<file path="src/rtl/crcmp_pkg.sv">
package crcmp_pkg;
   typedef enum logic [1:0] {
      OP_SCMP  = 2'd0,
      OP_UCMP  = 2'd1,
      OP_UCMPI = 2'd2,
      OP_BYTEQ = 2'd3
   } cmp_op_e;

   localparam int NIB_W = 4;
   localparam int NIB_LT = 3;
   localparam int NIB_GT = 2;
   localparam int NIB_EQ = 1;
   localparam int NIB_SO = 0;
endpackage

</file>
<file path="src/rtl/cmp_magnitude.sv">
module cmp_magnitude #(
   parameter int DATA_W = 64,
   parameter int HALF_W = 32,
   parameter int IMM_W  = 16,
   parameter bit BY_SUBTRACT = 1'b0
) (
   input  logic [DATA_W-1:0] a,
   input  logic [DATA_W-1:0] b,
   input  logic [IMM_W-1:0]  imm,
   input  logic              is_signed,
   input  logic              use_imm,
   input  logic              len_full,
   output logic              lt,
   output logic              gt,
   output logic              eq
);
   localparam int EXT_W = DATA_W - HALF_W;
   localparam int PAD_W = DATA_W - IMM_W;

   logic [DATA_W-1:0] b_sel;
   logic [DATA_W-1:0] ext_a, ext_b;
   logic [DATA_W:0]   wide_a, wide_b;

   always_comb begin
      b_sel = use_imm ? {{PAD_W{1'b0}}, imm} : b;
      if (len_full) begin
         ext_a = a;
         ext_b = b_sel;
      end else begin
         ext_a = {{EXT_W{is_signed & a[HALF_W-1]}}, a[HALF_W-1:0]};
         ext_b = {{EXT_W{is_signed & b_sel[HALF_W-1]}}, b_sel[HALF_W-1:0]};
      end
      wide_a = {is_signed & ext_a[DATA_W-1], ext_a};
      wide_b = {is_signed & ext_b[DATA_W-1], ext_b};
   end

   assign eq = (wide_a == wide_b);

   generate
      if (BY_SUBTRACT) begin : g_sub
         logic [DATA_W+1:0] diff;
         assign diff = {wide_a[DATA_W], wide_a} - {wide_b[DATA_W], wide_b};
         assign lt = diff[DATA_W+1];
      end else begin : g_rel
         assign lt = ($signed(wide_a) < $signed(wide_b));
      end
   endgenerate

   assign gt = ~lt & ~eq;
endmodule

</file>
<file path="src/rtl/cmp_bytematch.sv">
module cmp_bytematch #(
   parameter int DATA_W = 64,
   parameter int KEY_W  = 8
) (
   input  logic [KEY_W-1:0]  key,
   input  logic [DATA_W-1:0] word,
   output logic              hit
);
   localparam int LANES = DATA_W / KEY_W;

   logic [LANES-1:0] lane_hit;

   generate
      for (genvar i = 0; i < LANES; i++) begin : g_lane
         assign lane_hit[i] = (word[i*KEY_W +: KEY_W] == key);
      end
   endgenerate

   assign hit = |lane_hit;
endmodule

</file>
<file path="src/rtl/cr_field_merge.sv">
module cr_field_merge #(
   parameter int FIELDS = 8,
   parameter int NIB_W  = 4,
   localparam int CR_W  = FIELDS * NIB_W,
   localparam int IDX_W = $clog2(FIELDS)
) (
   input  logic [CR_W-1:0]  cr_in,
   input  logic [IDX_W-1:0] idx,
   input  logic [NIB_W-1:0] nib,
   output logic [CR_W-1:0]  cr_next
);
   generate
      for (genvar f = 0; f < FIELDS; f++) begin : g_field
         localparam int TOP = CR_W - 1 - f * NIB_W;
         assign cr_next[TOP -: NIB_W] =
            (idx == IDX_W'(f)) ? nib : cr_in[TOP -: NIB_W];
      end
   endgenerate
endmodule

</file>
<file path="src/rtl/crcmp_unit.sv">
module crcmp_unit
   import crcmp_pkg::*;
#(
   parameter int DATA_W = 64,
   parameter int HALF_W = 32,
   parameter int IMM_W  = 16,
   parameter int FIELDS = 8,
   parameter int KEY_W  = 8,
   parameter bit BY_SUBTRACT = 1'b0,
   localparam int CR_W  = FIELDS * NIB_W,
   localparam int IDX_W = $clog2(FIELDS)
) (
   input  logic              clk,
   input  logic              rst_n,
   input  logic [1:0]        op_sel,
   input  logic              len_full,
   input  logic [DATA_W-1:0] opnd_a,
   input  logic [DATA_W-1:0] opnd_b,
   input  logic [IMM_W-1:0]  imm,
   input  logic [IDX_W-1:0]  field_idx,
   input  logic              so_in,
   input  logic [CR_W-1:0]   cr_in,
   output logic [CR_W-1:0]   cr_out
);
   generate
      if (DATA_W != 2 * HALF_W) begin : g_bad_half
         $error("DATA_W must be twice HALF_W");
      end
      if (IMM_W > HALF_W) begin : g_bad_imm
         $error("IMM_W must not exceed HALF_W");
      end
      if (DATA_W % KEY_W != 0) begin : g_bad_key
         $error("DATA_W must be a multiple of KEY_W");
      end
      if (FIELDS < 2 || (1 << IDX_W) != FIELDS) begin : g_bad_fields
         $error("FIELDS must be a power of two, at least 2");
      end
   endgenerate

   cmp_op_e op;
   logic    lt, gt, eq, hit;
   logic [NIB_W-1:0] nib;
   logic [CR_W-1:0]  cr_next;

   assign op = cmp_op_e'(op_sel);

   cmp_magnitude #(
      .DATA_W(DATA_W), .HALF_W(HALF_W), .IMM_W(IMM_W), .BY_SUBTRACT(BY_SUBTRACT)
   ) u_mag (
      .a(opnd_a), .b(opnd_b), .imm(imm),
      .is_signed(op == OP_SCMP),
      .use_imm(op == OP_UCMPI),
      .len_full(len_full),
      .lt(lt), .gt(gt), .eq(eq)
   );

   cmp_bytematch #(.DATA_W(DATA_W), .KEY_W(KEY_W)) u_byte (
      .key(opnd_a[KEY_W-1:0]), .word(opnd_b), .hit(hit)
   );

   always_comb begin
      nib = '0;
      if (op == OP_BYTEQ) begin
         nib[NIB_GT] = hit;
      end else begin
         nib[NIB_LT] = lt;
         nib[NIB_GT] = gt;
         nib[NIB_EQ] = eq;
         nib[NIB_SO] = so_in;
      end
   end

   cr_field_merge #(.FIELDS(FIELDS), .NIB_W(NIB_W)) u_merge (
      .cr_in(cr_in), .idx(field_idx), .nib(nib), .cr_next(cr_next)
   );

   always_ff @(posedge clk or negedge rst_n) begin
      if (!rst_n) cr_out <= '0;
      else        cr_out <= cr_next;
   end

   function automatic logic [NIB_W-1:0] pick_field(input logic [CR_W-1:0] cr,
                                                   input logic [IDX_W-1:0] idx);
      return cr[CR_W-1-NIB_W*int'(idx) -: NIB_W];
   endfunction

   function automatic logic [CR_W-1:0] field_mask(input logic [IDX_W-1:0] idx);
      logic [CR_W-1:0] m;
      m = '0;
      m[CR_W-1-NIB_W*int'(idx) -: NIB_W] = '1;
      return m;
   endfunction

   // bits outside the written field follow the previous cr_in
   a_r9_keep_others: assert property (@(posedge clk) disable iff (!rst_n)
      $past(rst_n) |->
         (((cr_out ^ $past(cr_in)) & ~field_mask($past(field_idx))) == '0));

   // a compare sets exactly one relation bit
   a_r3_one_relation: assert property (@(posedge clk) disable iff (!rst_n)
      ($past(rst_n) && $past(op_sel) != 2'd3) |->
         $onehot(pick_field(cr_out, $past(field_idx))[NIB_W-1:1]));

   // compare nibble bit 0 follows the overflow flag
   a_r3_so_copy: assert property (@(posedge clk) disable iff (!rst_n)
      ($past(rst_n) && $past(op_sel) != 2'd3) |->
         (pick_field(cr_out, $past(field_idx))[0] == $past(so_in)));

   // byte search leaves only the greater-than position free to be set
   a_r8_byte_clears: assert property (@(posedge clk) disable iff (!rst_n)
      ($past(rst_n) && $past(op_sel) == 2'd3) |->
         ((pick_field(cr_out, $past(field_idx)) & 4'b1011) == 4'b0000));
endmodule

</file>
<file path="config.mk">
export PLATFORM = sky130hd
export DESIGN_NAME = crcmp_unit
export DESIGN_NICKNAME = d
export VERILOG_FILES = /design/src/rtl/crcmp_pkg.sv /design/src/rtl/cmp_magnitude.sv /design/src/rtl/cmp_bytematch.sv /design/src/rtl/cr_field_merge.sv /design/src/rtl/crcmp_unit.sv
export SDC_FILE = /design/constraint.sdc
export NUM_CORES = 1
export LEC_CHECK = 0
export ABC_CLOCK_PERIOD_IN_PS = 800
export BUFFER_PORTS_ARGS = -buffer_cell sky130_fd_sc_hd__buf_4
export CELL_PAD_IN_SITES_DETAIL_PLACEMENT = 1
export CELL_PAD_IN_SITES_GLOBAL_PLACEMENT = 2
export CORE_ASPECT_RATIO = 0.6
export CORE_MARGIN = 2
export CORE_UTILIZATION = 24
export CTS_BUF_LIST = sky130_fd_sc_hd__clkbuf_8
export CTS_CLUSTER_DIAMETER = 30
export DETAILED_ROUTE_END_ITERATION = 16
export GPL_TIMING_DRIVEN = 0
export PLACE_DENSITY_LB_ADDON = 0.08
export SLEW_MARGIN = 20
export SYNTH_ARGS = -nofsm -noshare
export SYNTH_HDL_FRONTEND = slang
export SYNTH_HIERARCHICAL = 1
export SYNTH_SLANG_ARGS = --single-unit
</file>
<file path="constraint.sdc">
create_clock -name clk -period 0.8 [get_ports clk]
set_input_delay 0.24 -clock clk [delete_from_list [all_inputs] [get_ports clk]]
set_output_delay 0.24 -clock clk [all_outputs]
set_load 0.01 [all_outputs]
</file>
# After elaboration in Yosys (flattened, before gate mapping)
# Cells that the tools add are included.
[classes]
order_cmp = 1
n_eq_ne = 18
mux = 14
bitwise = 7
reduce_logical = 3
[op_table]
columns = ["operator", "count"]
rows = [
  ["64-bit two-way mux", 3],
  ["65-bit equality test", 1],
  ["65-bit < comparator", 1],
  ["8-bit equality test", 8],
  ["4-bit two-way mux", 8],
  ["3-bit equality test, second input constant", 4],
  ["8-bit OR reduction", 1],
  ["3-bit by 2-bit equality test with 1-bit output, second input constant", 2],
  ["1-bit bitwise AND", 5],
  ["2-bit equality test, second input constant", 2],
  ["3-bit by 1-bit equality test with 1-bit output, second input constant", 1],
  ["3-bit zero test", 1],
  ["2-bit zero test", 1],
  ["1-bit two-way mux", 2],
  ["2-bit two-way mux", 1],
  ["1-bit inverter", 2],
]
[word_totals]
reg_bits = 32
inputBits = 185
output_inout_bits = 32
word_cells = 44

# Logic depth before layout (Yosys ltp)
# Gate-level depths: netlist of the first run.
[logic_depth]
word_depth = 10
depth_mapped = 15
ltp_nobuf = 14

# By module
# Netlist of the first run, hierarchy kept.
[by_module_without_submodules]
columns = ["mod", "instances", "cells_per_inst", "area_per_inst_um2"]
rows = [
  ["cmp_magnitude", 1, 390, 2453.6],
  ["crcmp_unit", 1, 39, 857.1],
  ["cmp_bytematch", 1, 97, 805.8],
  ["cr_field_merge", 1, 40, 430.4],
]

# Worst setup path after synthesis of the first run
# No wires, ideal clock.
[synth_timing]
path_type = "input -> register"
startpoint = "input port op_sel[0]"
endpoint = "register cr_out[14]"
setup_ps = 125
arrival_ps = 3161
setup_slack_ps = -2485
path_stages = 13
n_path_buf = 2
path_cell_list = "and2b_2 > clkbuf_1 > buf_1 > mux2i_1 > ha_1 > and4_1 > nand2b_1 > nor3_1 > a2111oi_2 > o21ai_2 > mux2i_1 > mux2_4 > mux2_2"
[synth_via]
elab_chain_cells = 10
elab_cells_between_ends = 17
cone_classes = "1 x order compare; 3 x eq/ne; 5 x mux; 7 x bitwise; 1 x reduce/logical"
[synth_lines]
columns = ["item", "line", "text"]
rows = [
  ["from (decl)", "crcmp_unit.sv:15", "input logic [1:0] op_sel,"],
  ["2-bit equality test", "crcmp_unit.sv:52", ".use_imm(op == OP_UCMPI),"],
  ["64-bit two-way mux", "cmp_magnitude.sv:25", "b_sel = use_imm ? {{PAD_W{1'b0}}, imm} : b;"],
  ["1-bit bitwise AND", "cmp_magnitude.sv:31", "ext_b = {{EXT_W{is_signed & b_sel[HALF_W-1]}}, b_sel[HALF_W-1:0]};"],
  ["64-bit two-way mux", "cmp_magnitude.sv:26", "if (len_full) begin"],
  ["1-bit bitwise AND", "cmp_magnitude.sv:34", "wide_b = {is_signed & ext_b[DATA_W-1], ext_b};"],
  ["65-bit < comparator or 65-bit equality test (tied branches)", "cmp_magnitude.sv:45, cmp_magnitude.sv:37", ""],
  ["1-bit inverter", "cmp_magnitude.sv:49", "assign gt = ~lt & ~eq;"],
  ["1-bit bitwise AND *", "cmp_magnitude.sv:49", ""],
  ["named net gt", "crcmp_unit.sv:41", "logic lt, gt, eq, hit;"],
  ["1-bit two-way mux *", "crcmp_unit.sv:63", "if (op == OP_BYTEQ) begin"],
  ["named net nib[2]", "crcmp_unit.sv:42", "logic [NIB_W-1:0] nib;"],
  ["4-bit two-way mux *", "cr_field_merge.sv:16", "(idx == IDX_W'(f)) ? nib : cr_in[TOP -: NIB_W];"],
  ["named net cr_next[14]", "crcmp_unit.sv:43", "logic [CR_W-1:0] cr_next;"],
  ["to (signal assigned)", "crcmp_unit.sv:79", "else cr_out <= cr_next;"],
  ["to (decl)", "crcmp_unit.sv:23", "output logic [CR_W-1:0] cr_out"],
]
# The timed path passes the listed nets; every way through them passes the cells marked *.

# Final worst setup path of the first run
[layout_timing]
startpoint = "input port op_sel[0]"
endpoint = "register cr_out[10]"
# The elaborated chain is that of the path after synthesis.

==> impl_metrics.toml, run 1 <==
[clock_network]
cts-root-buf = "clkbuf_8"
path_clk_slew_ps = 70
clockBufferDepth = 2
cts_tree = "built"
clock_sinks = 32
cts_inserted_buffers = 5
htreeDepth = 2

[status]
violations = "negative setup slack"
status = "finished, violations left"

[logic_synthesis]
synth_adder_area_share = 0.179
synth-seq-area-share = 0.176
synth-edff-count = 0
synth_flop_cell = "dfrtp_1"
synth_top_family_by_area = "adder cells"
yosysTopAreaCell = "ha_1"
synth_top_cell_area_share = 0.179
synthCells = 566
syn_area_um2 = 4550
syn_avg_cell_area_um2 = 8.03
yosys_warnings = 6
synth-seq-cells = 32
synth.distinct_cells = 48
async_flop_share = 1.00
syn_nets = 816
netlist_top_cells_area = "ha_1, dfrtp_1, mux2_2"
synthMuxAreaShare = 0.122
synth_simple_gate_area_share = 0.153
synth_compound_area_frac = 0.151
synth_xor_area_frac = 0.125

[sta]
rsz0062_at_grt = "true"
min_period_ps = 3170
relSlewSlack = 0.588
setup_violations = 63
tightestPinTransition_ps = 612
drv_slew = 0
hold_viol_final = 0
worst_slack_ps = -2370
period_share = 3.96
max_clock_freq_ghz = 0.316
fin_setup_tns_ps = -61180

[global_route]
grt_util_all_layers = 0.202
grt_max_degree = 33
grt_pass1_wl_um = 31200
antenna_found_initial = 0
gr-total-overflow = 0
grt_pass1_vias = 5411

[worst_setup_path]
cp-start-kind = "input pin"
cp.arrival_ps = 3350
cp.required_ps = 980
crit_type = "input pin to flip-flop"
crit_fanout = 8
end_kind = "flip-flop"

[routing]
top_layer_used = "met4"
wire_per_inst_um = 19.5
wl_met2_um = 8080
avgViaCountPerCell = 4.73
first_pass_iters = 4
ant_nets = 0
via_count = 4958
drc = 0
wl_met1_um = 11000
routed-wl-met3_um = 1230
routed_wirelength_um = 20500
drt-initial-drc-count = 184

[die]
start_util = 0.248
core-area_um2 = 18300
ioPinCount = 217
die_w_um = 182
rows = 38
die_area_um2 = 20100
die_y_um = 111

[pwr]
ir_worst_vdd_uv = 714
leakage_nw = 3.66
pwr_density_cell_nw_per_um2 = 980

[placement]
routabilityCongestion = 0.807
port_buffers = 216
place_ws_ps = -3230
hpwl_um = 17400

[layout]
nets = 1057
reg.largest.list = "cr_out x32"
drive_gt1_frac = 0.429
largest_register_ffs = 32
areaGrowthSynthToFinish_pct = 61.1
top_register = "cr_out"
final_cell_mix = "buf_4, inv_1, nand2_1, ha_1, a21oi_1"
final_common_cell = "buf_4"

[hold_path]
min_path_cells = 2
min_path_type = "input pin to flip-flop"

[flow_run]
cap_violations = 0
## cells by family (layout without fill, tap and decap cells)
family | count (synthesis) | in the layout
buffers and inverters | 97 | 338
adder cells (fa/ha/maj) | 65 | 65
AND/OR/NAND/NOR | 136 | 136
multiplexers | 51 | 51
AO/OA/AOI/OAI | 121 | 122
other | 0 | 1
flip-flops | 32 | 32
XOR/XNOR | 64 | 64
## area by class of cell
class                   instances  area, um2
diodes                          1       2.50
clock buffers                   6       82.6
plain buffers                  27        254
clock inverters                 2       7.51
flip-flops and latches         32        801
repair buffers                233       1940
multi-input cells             438       3670
inverters                      70        268
fillers                      2167      11000
well taps                     240        300
## metrics by stage
step	total power, mW	area (um2)	instances	hold slack, ps	util
final	7.18	7330	1049	176	0.400
after global routing	7.74	7320	1048	161	0.400
after CTS	7.17	7210	1043	162	0.394
after detailed placement	5.53	6680	1022	210	0.365
after global placement	5.39	6680	1022	201	0.365
after floorplan	3.78	4760	566	-55.6	-
## power breakdown
| group | internal (mW) | switching [mW] | leakage [nW] |
|---|---|---|---|
| logic | 2.10 | 1.99 | 3.23 |
| clock network | 0.675 | 0.611 | 0.0538 |
| registers | 1.74 | 0.0629 | 0.377 |
## worst max-delay path: stages
cell	delay, ps
buf_12	100
and2b_4	290
clkinv_4	80
a31o_4	280
clkbuf_16	180
nand2_4	60
ha_4	200
a21oi_2	110
nand2_1	80
a221oi_2	300
o211ai_1	230
a221oi_2	330
o21ai_2	110
mux2i_1	130
mux2_4	330
mux2_4	290
## repair_timing
action                     CTS  global route
setup buffers                8             5
hold buffers                 1             0
cloned                       4             0
setup endpoints to repair   63            95
pin swaps                   18             7
gates resized for setup     83            30
hold endpoints to repair    32             0
## worst paths after layout
check | end | startpoint
setup / recovery | cr_out[10]$_DFF_PN0_ | op_sel[0]
hold / removal | cr_out[18]$_DFF_PN0_ | cr_in[18]
max in group asynchronous | cr_out[17]$_DFF_PN0_ | rst_n
min in group asynchronous | cr_out[23]$_DFF_PN0_ | rst_n
## cell usage after synthesis (2+ instances only)
cell type and count:
nand2b_1 2, nand3b_1 4, mux2_2 33, a21oi_1 60, ha_1 65, nand3_1 6, dfrtp_1 32, a211oi_1 3
xnor2_1 32, o21ai_1 6, buf_6 8, nor4_1 9, mux2i_1 17, nor3b_2 3, nor4_2 2, a21o_1 2
nor3_1 2, buf_1 2, o21ai_0 37, clkbuf_1 17, nor2_1 11, and2_2 3, nand2_1 65, xor2_1 31
inv_1 69, nand4_1 23
## layer usage
metal,up-vias,global-route usage
met4,0,0.0195
met1,2353,0.319
met3,14,0.0409
li1,2441,-
met5,-,0
met2,150,0.284
No activity file was read; power rests on OpenSTA's default activity.
==> inputs of run 2 (changes only) <==
--- a/config.mk
+++ b/config.mk
@@ -5,19 +5,20 @@
 export SDC_FILE = /design/constraint.sdc
 export NUM_CORES = 1
 export LEC_CHECK = 0
+export ABC_AREA = 1
 export ABC_CLOCK_PERIOD_IN_PS = 800
 export BUFFER_PORTS_ARGS = -buffer_cell sky130_fd_sc_hd__buf_4
 export CELL_PAD_IN_SITES_DETAIL_PLACEMENT = 1
 export CELL_PAD_IN_SITES_GLOBAL_PLACEMENT = 2
 export CORE_ASPECT_RATIO = 0.6
 export CORE_MARGIN = 2
-export CORE_UTILIZATION = 24
+export CORE_UTILIZATION = 23
 export CTS_BUF_LIST = sky130_fd_sc_hd__clkbuf_8
 export CTS_CLUSTER_DIAMETER = 30
 export DETAILED_ROUTE_END_ITERATION = 16
 export GPL_TIMING_DRIVEN = 0
 export PLACE_DENSITY_LB_ADDON = 0.08
-export SLEW_MARGIN = 20
+export SLEW_MARGIN = 30
 export SYNTH_ARGS = -nofsm -noshare
 export SYNTH_HDL_FRONTEND = slang
 export SYNTH_HIERARCHICAL = 1
==> constraint.sdc (replaced) <==
create_clock -name clk -period 0.8 [get_ports clk]
set_input_delay 0.04 -clock clk [delete_from_list [all_inputs] [get_ports clk]]
set_output_delay 0.04 -clock clk [all_outputs]
set_load 0.01 [all_outputs]
==> run 2 against run 1 <==
Compared with the run above: the flow still finishes with violations (negative setup slack); total power grew 11%; maximum frequency grew 25%; sequential power is essentially flat; non-clock buffer count grew 49; clock power is essentially flat; routed wire length grew 12%; first-iteration DRC count grew 16%; sequential cell count is the same; largest cell class unchanged; global-route usage shrank 0.92 points; utilization shrank 0.84 points; highest routed layer unchanged; critical path depth grew 4.
==> impl_metrics.toml, run 2 <==
[sta]
period_share = 3.17
max_clock_freq_ghz = 0.395
rsz0062_at_grt = "true"
worst_slack_ps = -1730
hold_viol_final = 0
relSlewSlack = 0.705
tightestPinTransition_ps = 443
drv_slew = 0
setup_violations = 56
min_period_ps = 2530

[clock_network]
htreeDepth = 2
cts-root-buf = "clkbuf_8"
clockBufferDepth = 2
clock_sinks = 32
cts_inserted_buffers = 5
cts_tree = "built"
path_clk_slew_ps = 70

[die]
die_area_um2 = 23600
die_w_um = 197
start_util = 0.234
rows = 42
die_y_um = 120
ioPinCount = 217
core-area_um2 = 22000

[global_route]
gr-total-overflow = 0
grt_pass1_vias = 6049
antenna_found_initial = 0
grt_util_all_layers = 0.193
grt_max_degree = 33
grt_pass1_wl_um = 34500

[logic_synthesis]
syn_nets = 1067
synth_top_family_by_area = "simple AND/OR/NAND/NOR gates"
synthMuxAreaShare = 0.0292
synth_simple_gate_area_share = 0.372
synth-seq-area-share = 0.156
syn_avg_cell_area_um2 = 6.30
synth-edff-count = 0
synth_adder_area_share = 0.158
synth_top_cell_area_share = 0.247
netlist_top_cells_area = "nand2_1, ha_1, dfrtp_1"
synth.distinct_cells = 36
synthCells = 817
synth_compound_area_frac = 0.0754
syn_area_um2 = 5150
async_flop_share = 1.00
yosys_warnings = 6
synth.most_common_cell = "nand2_1"
yosys-top-cells-count = "nand2_1, inv_1, ha_1"
synth-seq-cells = 32
synth_flop_cell = "dfrtp_1"
synth_xor_area_frac = 0.0868
yosysTopAreaCell = "nand2_1"

[worst_setup_path]
crit_type = "input pin to flip-flop"
path_buf_inv = 6
cp.arrival_ps = 2730
cp_cell_sequence = "buf_6, clkinvlp_4, buf_6, o21ai_4, buf_6, buf_12, nand2_4, ha_4, nand2_4, nor2_4, nand3_2, nor4_4, nand3_4, nor4_4, nor2_2, nand2_1, nand2_2, buf_8, nand4_1, nand2_1"
cp_common_cell = "buf_6"
max_stage_delay_ps = 390
cp-start-kind = "input pin"
end_kind = "flip-flop"
cp_top_family = "simple AND/OR/NAND/NOR gates"
crit_slowest_cell = "nor4_4"
crit_fanout = 8
crit_cells = 20
cp.required_ps = 1000
cp-startpoint = "len_full"
crit_path_end = "cr_out[10]$_DFF_PN0_"

[pwr]
leakage_nw = 4.52
total_power_mw = 7.97
pwr_density_cell_nw_per_um2 = 924
ir_worst_vdd_uv = 477

[routing]
avgViaCountPerCell = 4.40
wire_per_inst_um = 16.6
drc = 0
drt-initial-drc-count = 214
ant_nets = 0
routed_wirelength_um = 22900
via_count = 6068
first_pass_iters = 4

[layout]
areaGrowthSynthToFinish_pct = 67.6
top_register = "cr_out"
final_common_cell = "nand2_1"
post-route-util = 0.392
nets = 1343
drive_gt1_frac = 0.365
reg.largest.list = "cr_out x32"
largest_register_ffs = 32
final_cell_mix = "nand2_1, buf_4, inv_1"
fillCellCount = 2792

[placement]
hpwl_um = 18900
routabilityCongestion = 0.798
port_buffers = 212

[hold_path]
min_path_type = "input pin to flip-flop"

[status]
status = "finished, violations left"
violations = "negative setup slack"

[flow_run]
cap_violations = 0
run 2: report_power, final:
part / leakage (nW) / switching [mW] / internal (mW)
registers: 0.380 / 0.0590 / 1.74
clock network: 0.0452 / 0.676 / 0.579
logic: 4.09 / 2.50 / 2.42
total: 4.52 / 3.23 / 4.74
run 2: layout make-up:
type / count / area (um2) / share of cell area
clock buffers: 5 / 68.8 / 0.00798
inverters: 91 / 373 / 0.0432
multi-input cells: 654 / 4310 / 0.500
plain buffers: 37 / 385 / 0.0447
flip-flops and latches: 32 / 801 / 0.0928
clock inverters: 2 / 8.76 / 0.00102
well taps: 286 / 358 / 0.0415
diodes: 1 / 2.50 / 0.000290
repair buffers: 272 / 2320 / 0.269
run 2: kinds of logic after synthesis:
kind of cell | after synthesis
XOR/XNOR | 51
AND/OR/NAND/NOR | 449
multiplexers | 15
buffers and inverters | 131
flip-flops | 32
adder cells (fa/ha/maj) | 65
AO/OA/AOI/OAI | 74
run 2: what timing repair did:
item,CTS,global route
gates resized for setup,96,88
cloned,0,2
endpoints found under the setup margin,59,56
endpoints found under the hold margin,64,0
pin swaps,34,46
setup buffers,18,7
hold buffers,33,0
run 2: worst min-delay path: stages:
cell     delay, ps
buf_6          130
nand4_1         90
nand2_1         50
run 2: routing by layer:
| metal | up-vias | part of all wire | GRT usage |
|---|---|---|---|
| li1 | 3130 | - | - |
| met1 | 2811 | 0.56 | 0.318 |
| met2 | 115 | 0.38 | 0.261 |
| met3 | 12 | 0.057 | 0.0326 |
| met4 | 0 | 0.0051 | 0.0141 |
| met5 | - | 0 | 0 |
run 2: worst min path at each step:
stage,from,to,slack (ps),cells past startpoint
detailed placement,rst_n,cr_out[20]$_DFF_PN0_,10,1
CTS,field_idx[2],cr_out[4]$_DFF_PN0_,40,3
global placement,rst_n,cr_out[20]$_DFF_PN0_,10,1
global route,field_idx[2],cr_out[8]$_DFF_PN0_,50,3
finish,field_idx[2],cr_out[4]$_DFF_PN0_,50,3
floorplan,rst_n,cr_out[0]$_DFF_PN0_,-260,0
run 2: per-stage QoR:
step	instances	hold slack (ps)	setup TNS, ps	setup WS [ps]	area, um2
floorplan	817	-256	-36090	-1540	5350
global placement	1315	14.7	-63020	-2620	7300
detailed placement	1315	13.4	-63030	-2630	7300
CTS	1371	35.4	-43590	-1780	8210
global route	1379	53.2	-46150	-1880	8620
finish	1380	48.3	-41740	-1730	8630
